**config.mk**
```make
export PLATFORM = sky130hd
export DESIGN_NAME = adc_start_ctrl
export DESIGN_NICKNAME = d
export VERILOG_FILES = /design/src/rtl/adc_ctrl_pkg.sv /design/src/rtl/adc_conv_ctrl.sv /design/src/rtl/adc_conv_datapath.sv /design/src/rtl/adc_start_ctrl.sv
export SDC_FILE = /design/constraint.sdc
export NUM_CORES = 1
export LEC_CHECK = 0
export ABC_AREA = 1
export BUFFER_PORTS_ARGS = -buffer_cell sky130_fd_sc_hd__buf_2
export CAP_MARGIN = 20
export CORE_MARGIN = 1.5
export CORE_UTILIZATION = 40
export CTS_CLUSTER_DIAMETER = 150
export DETAILED_ROUTE_END_ITERATION = 8
export PLACE_DENSITY_LB_ADDON = 0.1
export SLEW_MARGIN = 20
export SYNTH_ARGS = -nofsm -noshare
export SYNTH_HDL_FRONTEND = slang
export SYNTH_SLANG_ARGS = --single-unit
```
**constraint.sdc**
```tcl
create_clock -name clk -period 1.9 [get_ports clk]
set_clock_uncertainty 0.2 [all_clocks]
set_input_delay 0.57 -clock clk [delete_from_list [all_inputs] [get_ports clk]]
set_output_delay 0.57 -clock clk [all_outputs]
set_load 0.03 [all_outputs]
```
**src/rtl/adc_ctrl_pkg.sv**
```systemverilog
package adc_ctrl_pkg;
  typedef struct packed {
    logic startConv;
    logic endConv;
  } convStrobe_t;
endpackage

```
**src/rtl/adc_conv_ctrl.sv**
```systemverilog
module adc_conv_ctrl
  import adc_ctrl_pkg::*;
#(
  parameter int CONV_CYCLES  = 20,
  parameter int HOLD_CYCLES  = 4,
  parameter int PWRUP_CYCLES = 1250
) (
  input  logic        clk,
  input  logic        rstN,
  input  logic        syncMode,
  input  logic        csN,
  input  logic        scN,
  output convStrobe_t strobe,
  output logic        busy,
  output logic        hold
);
  localparam int CNT_W  = $clog2(CONV_CYCLES + 1);
  localparam int HOLD_W = $clog2(HOLD_CYCLES + 1);
  localparam int PWR_W  = $clog2(PWRUP_CYCLES + 1);

  logic             scPrev;
  logic             pwrDone;
  logic [CNT_W-1:0] convCnt;
  logic [HOLD_W-1:0] holdCnt;
  logic             fallSeen;
  logic             modeOk;

  always_ff @(posedge clk) begin
    if (!rstN) scPrev <= 1'b1;
    else       scPrev <= scN;
  end

  generate
    if (PWRUP_CYCLES == 0) begin : g_noPwr
      assign pwrDone = 1'b1;
    end else begin : g_pwr
      logic [PWR_W-1:0] pwrCnt;
      always_ff @(posedge clk) begin
        if (!rstN)
          pwrCnt <= '0;
        else if (pwrCnt != PWR_W'(PWRUP_CYCLES))
          pwrCnt <= pwrCnt + 1'b1;
      end
      assign pwrDone = (pwrCnt == PWR_W'(PWRUP_CYCLES));
    end
  endgenerate

  assign fallSeen         = scPrev & ~scN;
  assign modeOk           = ~syncMode | ~csN;
  assign strobe.startConv = pwrDone & fallSeen & modeOk & ~busy;
  assign strobe.endConv   = busy & (convCnt == '0);

  always_ff @(posedge clk) begin
    if (!rstN) begin
      busy    <= 1'b0;
      convCnt <= '0;
    end else if (strobe.startConv) begin
      busy    <= 1'b1;
      convCnt <= CNT_W'(CONV_CYCLES - 1);
    end else if (strobe.endConv) begin
      busy    <= 1'b0;
    end else if (busy) begin
      convCnt <= convCnt - 1'b1;
    end
  end

  always_ff @(posedge clk) begin
    if (!rstN) begin
      hold    <= 1'b0;
      holdCnt <= '0;
    end else if (strobe.startConv) begin
      hold    <= 1'b1;
      holdCnt <= HOLD_W'(HOLD_CYCLES - 1);
    end else if (hold) begin
      if (holdCnt == '0) hold <= 1'b0;
      else               holdCnt <= holdCnt - 1'b1;
    end
  end

  assert_hold_inside_conv_R6: assert property (@(posedge clk) disable iff (!rstN)
    hold |-> busy);

  assert_powerup_quiet_R10: assert property (@(posedge clk) disable iff (!rstN)
    !pwrDone |-> !busy);

  assert_fresh_edge_R4: assert property (@(posedge clk) disable iff (!rstN)
    $rose(busy) |-> ($past(scPrev) && !$past(scN)));

  assert_mode_gate_R2: assert property (@(posedge clk) disable iff (!rstN)
    $rose(busy) |-> (!$past(syncMode) || !$past(csN)));
endmodule

```
**src/rtl/adc_conv_datapath.sv**
```systemverilog
module adc_conv_datapath
  import adc_ctrl_pkg::*;
#(
  parameter int DATA_W = 14
) (
  input  logic              clk,
  input  logic              rstN,
  input  convStrobe_t       strobe,
  input  logic              busy,
  input  logic              syncMode,
  input  logic              csN,
  input  logic              eocEnN,
  input  logic [DATA_W-1:0] sampleIn,
  output logic [DATA_W-1:0] resultOut,
  output logic              eocOut,
  output logic              eocDriveEn,
  output logic              eocPullLow
);
  logic [DATA_W-1:0] sampleReg;

  always_ff @(posedge clk) begin
    if (!rstN) begin
      sampleReg <= '0;
      resultOut <= '0;
    end else begin
      if (strobe.startConv) sampleReg <= sampleIn;
      if (strobe.endConv)   resultOut <= sampleReg;
    end
  end

  assign eocOut     = ~busy;
  assign eocDriveEn = syncMode & ~csN & ~eocEnN;
  assign eocPullLow = ~syncMode & ~eocEnN & busy;

  assert_result_stable_R7: assert property (@(posedge clk) disable iff (!rstN)
    !$past(strobe.endConv) |-> $stable(resultOut));

  assert_pins_exclusive_R9: assert property (@(posedge clk) disable iff (!rstN)
    !(eocDriveEn && eocPullLow));
endmodule

```
**src/rtl/adc_start_ctrl.sv**
```systemverilog
module adc_start_ctrl
  import adc_ctrl_pkg::*;
#(
  parameter int DATA_W       = 14,
  parameter int CONV_CYCLES  = 20,
  parameter int HOLD_CYCLES  = 4,
  parameter int PWRUP_CYCLES = 1250
) (
  input  logic              clk,
  input  logic              rstN,
  input  logic              syncMode,
  input  logic              csN,
  input  logic              scN,
  input  logic              eocEnN,
  input  logic [DATA_W-1:0] sampleIn,
  output logic              holdOut,
  output logic              eocOut,
  output logic              eocDriveEn,
  output logic              eocPullLow,
  output logic [DATA_W-1:0] resultOut
);
  convStrobe_t strobe;
  logic        busy;

  adc_conv_ctrl #(
    .CONV_CYCLES (CONV_CYCLES),
    .HOLD_CYCLES (HOLD_CYCLES),
    .PWRUP_CYCLES(PWRUP_CYCLES)
  ) u_ctrl (
    .clk     (clk),
    .rstN    (rstN),
    .syncMode(syncMode),
    .csN     (csN),
    .scN     (scN),
    .strobe  (strobe),
    .busy    (busy),
    .hold    (holdOut)
  );

  adc_conv_datapath #(
    .DATA_W(DATA_W)
  ) u_dp (
    .clk       (clk),
    .rstN      (rstN),
    .strobe    (strobe),
    .busy      (busy),
    .syncMode  (syncMode),
    .csN       (csN),
    .eocEnN    (eocEnN),
    .sampleIn  (sampleIn),
    .resultOut (resultOut),
    .eocOut    (eocOut),
    .eocDriveEn(eocDriveEn),
    .eocPullLow(eocPullLow)
  );
endmodule

```
# ---- Word-level counts from Yosys, hierarchy flattened
# Cells that the tools add are included.
dict set report classes {
  mul 0
  div_mod_pow 0
  order_cmp 0
  reduce_logical 10
  n_eq_ne 4
  n_bitwise 18
  shifts 0
  n_mux 11
  add_sub_neg 3
}
# op count
set op_table {}
lappend op_table {{two-way mux 5 bit} 3}
lappend op_table {{adder 11 x 1 -> 11 bit, second input constant} 1}
lappend op_table {{equality test 11 bit, second input constant} 1}
lappend op_table {{!= test 11 bit, second input constant} 1}
lappend op_table {{bitwise AND 1 bit} 9}
lappend op_table {{NOT 1 bit} 8}
lappend op_table {{AND reduction 2 bit} 4}
lappend op_table {{two-way mux 2 bit} 3}
lappend op_table {{nonzero test 2 bit} 3}
lappend op_table {{logical NOT 5 bit} 1}
lappend op_table {{two-way mux 1 bit} 5}
lappend op_table {{subtractor 5 x 1 -> 5 bit, second input constant} 1}
lappend op_table {{logical NOT 3 bit} 1}
lappend op_table {{subtractor 3 x 1 -> 3 bit, second input constant} 1}
lappend op_table {{!= test 2 x 1 -> 1 bit, second input constant} 1}
lappend op_table {{!= test 2 bit, second input constant} 1}
lappend op_table {{OR reduction 2 bit} 1}
lappend op_table {{bitwise OR 1 bit} 1}
dict set report word_totals {
  memories 0
  out_inout_bits 18
  romBits 0
  ram_bits 0
  latch_bits 0
  regBits 50
  in_bits 20
  wordCells 56
}

# ---- Logic depth before layout (Yosys ltp)
# Gate-level depths: netlist of the first run.
dict set report logic_depth {
  ltp_word 7
  depth_mapped 10
  depth_no_buf 10
}

# ---- Cells and area by module
# A second synthesis of the first run with hierarchy kept.
dict set report hier_totals {
  cells_unflattened 346
  hier_area_um2 2381.0
}
# module seq_area_each_um2 n_inst area_per_inst_um2 cells_each
set by_module_without_submodules {}
lappend by_module_without_submodules {adc_conv_datapath 560.5 1 1199.9 180}
lappend by_module_without_submodules {adc_conv_ctrl 440.4 1 1181.1 166}

# ---- Worst setup path after synthesis of the first run
# OpenSTA, ideal clock, no wires.
dict set report synth_path {
  path_type {input-to-output}
  start {input port csN}
  end {output port eocDriveEn}
  required_time_ps 1130
  n_path_buf 0
  stages 1
  arrival_time_ps 1306
  setup_slack_ps -176
  cell_sequence {nor3b_1}
}
dict set report synth_between {
  elab_chain_cells 3
}
# element line
set synth_lines {}
lappend synth_lines {{start: declaration} adc_start_ctrl.sv:12} ;# input logic csN,
lappend synth_lines {{NOT 1 bit} adc_conv_datapath.sv:32} ;# assign eocDriveEn = syncMode & ~csN & ~eocEnN;
lappend synth_lines {{bitwise AND 1 bit (2 in series)} adc_conv_datapath.sv:32}
lappend synth_lines {{end: declaration} adc_start_ctrl.sv:18} ;# output logic eocDriveEn,
# No other way between the ends.

# ---- Worst setup path in the final report of the first run
dict set report layout_path {
  start {register u_ctrl.busy}
  end {output port eocPullLow}
}
dict set report layout_between {
  elab_chain_cells 1
}
# element line
set layout_lines {}
lappend layout_lines {{start: declaration} adc_conv_ctrl.sv:14} ;# output logic busy,
lappend layout_lines {{start signal: assignment} adc_conv_ctrl.sv:55} ;# busy <= 1'b0;
lappend layout_lines {{start signal: assignment} adc_conv_ctrl.sv:58} ;# busy <= 1'b1;
lappend layout_lines {{start signal: assignment} adc_conv_ctrl.sv:61} ;# busy <= 1'b0;
lappend layout_lines {{bitwise AND 1 bit} adc_conv_datapath.sv:33} ;# assign eocPullLow = ~syncMode & ~eocEnN & busy;
lappend layout_lines {{end: declaration} adc_start_ctrl.sv:19} ;# output logic eocPullLow,
# No other way between the ends.

==> summary.txt, run 1 <==
Synthesis
  – Post-synthesis sequential area ratio: 42.4%
  – Prevailing post-synth register cell: dfxtp_1
  – Count leader, synth: dfxtp_1
  – Distinct cells, synth: 34
  – Syn Nets: 333
  – Post-Syn Area: 2360 um2
  – Top post-synthesis cells by area: dfxtp_1, inv_1, nand2_1
  – FF+latch count, synth: 50
  – FFs w/ async S/R, synth: 0%
  – Gate Count Post-Synth: 308
  – Synth warnings: 0
  – Top cells by count, synth: dfxtp_1, inv_1, nand2_1
  – Share of the synthesized area in the top cell type: 42.4%
  – Leading area contributor after synthesis: dfxtp_1
  – Post-Syn Area per Cell: 7.67 um2
  – Post-synth EDFFs: 0

Floorplanning
  – DIE WIDTH: 79.9 um
  – IO Count: 38
  – Starting Density: 42.1%
  – Die area: 6380 um2
  – Vert. Die Dim: 79.9 um
  – FP Rows: 27
  – CORE AREA: 5610 um2

Placed design
  – HPWL after DPL: 3340 um
  – Buffers on Ports: 37
  – Placement Setup Slack: 0.0859 ns
  – Gpl congestion: 0.756

Setup path
  – CP max FO: 6
  – Slowest stage cell, crit path: dfxtp_4
  – Startpoint types: flip-flop
  – Crit path max-delay family: flip-flops
  – Endpoint class of the critical path: output pin
  – CP max stage delay: 0.39 ns
  – Worst path required time: 1.13 ns
  – Crit-path cells: inv_2 > nor3_2 > clkbuf_4
  – Crit Path Category: flip-flop to output pin
  – Buf+Inv Stages, Crit Path: 2
  – Crit path arrival time: 1.05 ns

GRT
  – First-pass GRT wire length: 7840 um
  – Vias in the first global route: 1745
  – GRT Total Usage: 15.8%
  – Largest net degree at the start of global routing: 31
  – Total grt overflow: 0
  – Initial antenna violation count: 0

Layout
  – Nets@finish: 371
  – Syn-to-layout area delta: 16.8%
  – # diodes: 0
  – Share of layout cells above drive strength 1: 23.6%

Detailed routing
  – Via count: 1998
  – Drt wl/cell: 11.1 um
  – Drt total wl: 4630 um
  – Drt drc: 0
  – Initial DRC count: 103
  – Via-to-Cell Ratio: 4.77
  – Final ANT Viol Nets: 0
  – 1st-pass router iterations: 5

Power
  – Lkg Pwr: 1.21 nW
  – P_int: 0.00149 W
  – Clock power frac: 39.6%
  – PwrDens: 707 nW/um2
  – Sequential power share: 54.3%
  – Combinational share of power: 6.1%
  – VDD IR max: 0.508 mV
  – Switching share of power: 23.4%
  – Switch Pwr: 0.000457 W

Timing
  – Final WS setup: 0.0765 ns
  – Worst slew pin tran: 0.329 ns
  – Final Hold Viols: 0
  – Final period util: 96.0%
  – Final setup vio count: 0
  – Max Slew Vio Count: 0
  – RSZ-0062 raised after global routing: no
  – Final worst path period need: 1.82 ns
  – Rel. slew slack: 78.0%
  – Highest clock rate: 548 MHz
  – Setup TNS: 0 ns

Clock tree
  – CTS Hold Bufs: 0
  – CTS buffer count: 5
  – CTS tree: done
  – Clock sink total: 50
  – Clk buf depth: 2
  – Clk root buf: clkbuf_8
  – Reg clk slew, reported paths: 0.10 ns
  – Clk_lat worst skew: 0.30 ns
  – CTS H-tree depth: 2

Worst hold path
  – Worst hold path class: flip-flop to flip-flop

Run
  – Max-Cap Viols: 0

Outcome
  – Status: completed
worst register-to-register path: stages, from the launching register on:
cell and delay [ns]:
dfxtp_1 0.37, inv_1 0.07, ha_1 0.19, nand2_1 0.07, clkinv_1 0.09, nand2_4 0.12, inv_1 0.06, nand3_1 0.21
nand2_1 0.14, a21oi_1 0.13
cell type report:
| type | count | area (um2) |
|---|---|---|
| Clock buffer | 5 | 68.8 |
| Clock inverter | 3 | 43.8 |
| Fill cell | 612 | 2850 |
| Inverter | 53 | 200 |
| Multi-Input combinational cell | 193 | 1080 |
| Sequential cell | 50 | 1000 |
| Tap cell | 72 | 90.1 |
| Timing Repair Buffer | 43 | 270 |
sequential cells by signal (all words and copies together) (netlist names):
register	cells
u_ctrl.g_pwr.pwrCnt	11
u_ctrl.scPrev	1
u_ctrl.busy	1
u_dp.resultOut	14
u_dp.sampleReg	14
u_ctrl.hold	1
u_ctrl.holdCnt	3
u_ctrl.convCnt	5
final timing paths:
| check | endpoint | slack (ns) | cells after the start | from |
|---|---|---|---|---|
| min | u_dp.resultOut[9] | 0.25 | 2 | u_dp.resultOut[9] |
| max | eocPullLow | 0.08 | 3 | u_ctrl.busy |
| max reg2reg | u_ctrl.convCnt[3] | 0.21 | 9 | u_ctrl.g_pwr.pwrCnt[0] |
| min reg2reg | u_dp.resultOut[9] | 0.25 | 2 | u_dp.resultOut[9] |
metrics by stage:
stage	hold slack, ns	area (um2)	power (W)	utilization [%]	std cells
final	0.246	2760	0.00195	49.2	419
after global routing	0.261	2760	0.00203	49.2	419
after CTS	0.237	2760	0.00198	49.1	419
after detailed placement	0.235	2640	0.00121	47.1	411
after global placement	0.230	2640	0.00120	47.1	411
after floorplan	0.241	2370	0.00116	-	308
routing by layer:
metal	share of wire (%)	vias to the layer above	routed length, um	track usage [%]
met5	0	-	0	0
met4	1.4	0	66	5.69
met3	3.0	6	140	3.43
met2	46	27	2140	25.8
met1	49	900	2290	20.5
li1	-	1065	-	-
logic make-up after synthesis:
| kind of cell | after synthesis | synth area share [%] |
|---|---|---|
| and+or+nand+nor | 120 | 26.3 |
| AOI/OAI and AO/OA | 65 | 15.4 |
| buffers and inverters | 65 | 12.3 |
| DFF | 50 | 42.4 |
| adders and majority gates | 5 | 2.65 |
| xor gates and xnor gates | 3 | 1.11 |
power groups by stage:
stage	logic, W	clock network [W]	registers, W
after floorplan	0.0000786	0	0.00108
after global placement	0.000120	0	0.00108
after detailed placement	0.000121	0	0.00108
after CTS	0.000121	0.000801	0.00106
after global routing	0.000135	0.000831	0.00106
final	0.000119	0.000773	0.00106
placed cells by master, fill, tap and decap left out, drive strengths merged:
cell type   n
nand3b      1
dfxtp      50
o21ai      20
inv        51
nor3b       1
nand4      18
clkbuf      6
nor3        3
bufinv      1
clkinv      4
or2         2
nand3      13
a21oi      45
nor2       33
buf        42
xor2        3
nand2      49
ha          5
repair_timing:
| item | 4_1_cts | 5_1_grt |
|---|---|---|
| endpoints found under the setup margin | 1 | 1 |
| buffers inserted | 0 | 0 |
| resized for setup | 1 | 2 |
(Power assumes the default switching activity.)
==> run 2: changes to the inputs <==
--- a/config.mk
+++ b/config.mk
@@ -11,6 +11,7 @@
 export CORE_MARGIN = 1.5
 export CORE_UTILIZATION = 40
 export CTS_CLUSTER_DIAMETER = 150
+export CTS_CLUSTER_SIZE = 20
 export DETAILED_ROUTE_END_ITERATION = 8
 export PLACE_DENSITY_LB_ADDON = 0.1
 export SLEW_MARGIN = 20
==> constraint.sdc (replaced) <==
create_clock -name clk -period 1.9 [get_ports clk]
set_clock_uncertainty 0.2 [all_clocks]
set_input_delay 0.285 -clock clk [delete_from_list [all_inputs] [get_ports clk]]
set_output_delay 0.285 -clock clk [all_outputs]
set_load 0.03 [all_outputs]
==> summary.txt, run 2 (same netlist as run 1, synthesis figures left out) <==
Floorplanning
  – Vert. Die Dim: 79.9 um
  – Starting Density: 42.1%
  – DIE WIDTH: 79.9 um
  – Die area: 6380 um2
  – FP Rows: 27
  – IO Count: 38
  – CORE AREA: 5610 um2

Setup path
  – Startpoint types: input pin
  – Buf+Inv Stages, Crit Path: 4
  – Crit path arrival time: 1.72 ns
  – Worst path required time: 1.91 ns
  – Endpoint class of the critical path: flip-flop
  – CP dominant cell by count: nand2_1
  – Crit-path cells: dlygate4sd3_1 > buf_2 > inv_1 > nand2_1 > nor2_4 > buf_4 > nand4_1 > nand2_1 > nor2_1
  – Crit path max-delay family: buffers and inverters
  – Slowest stage cell, crit path: dlygate4sd3_1
  – Crit Path Category: input pin to flip-flop
  – CP max FO: 17
  – CP max stage delay: 0.53 ns

Clock tree
  – Clk_lat worst skew: 0.30 ns
  – PostCTS Resize Cnt: 0
  – CTS H-tree depth: 2
  – CTS Hold Bufs: 1
  – # Post-CTS Setup Buffers: 0
  – CTS tree: done
  – Clk buf depth: 2
  – Clock sink total: 50
  – Reg clk slew, reported paths: 0.09 ns
  – CTS buffer count: 5
  – Clk root buf: clkbuf_8

Timing
  – Worst hold slack: 0.0968 ns
  – Worst slew pin tran: 0.318 ns
  – Rel. slew slack: 78.8%
  – RSZ-0062 raised after global routing: no
  – Final setup vio count: 0
  – Final Hold Viols: 0
  – Highest clock rate: 586 MHz
  – Final worst path period need: 1.71 ns
  – Max Slew Vio Count: 0
  – Final period util: 89.8%
  – Setup TNS: 0 ns

Layout
  – Cell area after layout: 2720 um2
  – # diodes: 0
  – Share of layout cells above drive strength 1: 23.1%
  – Top Registers: u_dp.resultOut x14, u_dp.sampleReg x14, u_ctrl.g_pwr.pwrCnt x11
  – Most common cell after layout, fill and taps aside: dfxtp_1
  – Non-filler instance count after layout: 422
  – Most frequent cells in the layout: dfxtp_1, inv_1, nand2_1
  – Fillers: 618
  – Syn-to-layout area delta: 15.2%
  – Nets@finish: 374

Power
  – VDD IR max: 0.357 mV
  – PwrDens: 685 nW/um2
  – Tot Pwr: 0.00187 W
  – Lkg Pwr: 1.21 nW

Placed design
  – Dpl cells: 413
  – HPWL after DPL: 3310 um
  – Gpl congestion: 0.733
  – Buffers on Ports: 37
  – DP Area: 2610 um2

Detailed routing
  – Drt drc: 0
  – Initial DRC count: 67
  – Drt wl/cell: 10.8 um
  – Via count: 1947
  – 1st-pass router iterations: 4
  – Final ANT Viol Nets: 0
  – Drt total wl: 4550 um
  – Via-to-Cell Ratio: 4.61

GRT
  – First-pass GRT wire length: 7820 um
  – Largest net degree at the start of global routing: 18
  – Initial antenna violation count: 0
  – GRT Total Usage: 15.5%
  – Vias in the first global route: 1803
  – Total grt overflow: 0

Worst hold path
  – Worst hold path class: input pin to flip-flop

Outcome
  – Status: completed

Run
  – Max-Cap Viols: 0
run 2: cell count changes in the layout (fill, tap and decap cells not counted), sizes merged:
cell,previous run,this run
buf,42,45
bufinv,1,0
clkbuf,6,7
dlygate4sd3,0,1
inv,51,50
run 2: through the flow:
stage / util (%) / setup WS, ns
floorplan: - / 0.204
global placement: 46.5 / 0.247
detailed placement: 46.5 / 0.210
CTS: 48.6 / 0.195
global route: 48.6 / 0.0139
finish: 48.6 / 0.193
run 2: worst min-delay path, stage by stage:
cell and delay (ns):
buf_2 0.07, inv_1 0.03, nand4_1 0.07, nand2_1 0.04, nor2_1 0.07
run 2: final cells by class:
type | instances | area, um2 | area share, %
Tap cell | 72 | 90.1 | 3.31
Timing Repair Buffer | 46 | 255 | 9.37
Clock inverter | 1 | 8.76 | 0.322
Inverter | 53 | 200 | 7.35
Sequential cell | 50 | 1000 | 36.7
Multi-Input combinational cell | 193 | 1070 | 39.4
Clock buffer | 7 | 96.3 | 3.54
run 2: where the power goes:
group | leakage [nW] | total (W) | internal [W] | switching [W]
registers | 0.403 | 0.00106 | 0.00105 | 0.00000683
clock network | 0.0544 | 0.000691 | 0.000334 | 0.000357
logic | 0.750 | 0.000115 | 0.0000431 | 0.0000719
run 2: path summary, 6_finish.rpt:
kind                                        startpoint           endpoint  slack [ns]  cells after the start
worst min-delay path                       sampleIn[7]  u_dp.sampleReg[7]         0.1                      5
worst max register to register  u_ctrl.g_pwr.pwrCnt[0]  u_ctrl.convCnt[3]        0.21                      9
worst min register to register       u_dp.resultOut[6]  u_dp.resultOut[6]        0.24                      2
worst max-delay path                               scN  u_dp.sampleReg[9]        0.19                      9
run 2: metal layers:
layer,GRT usage (%),wire [um]
met2,23.9,1930
met4,5.17,59
met3,3.77,156
met5,0,0
met1,21.2,2410
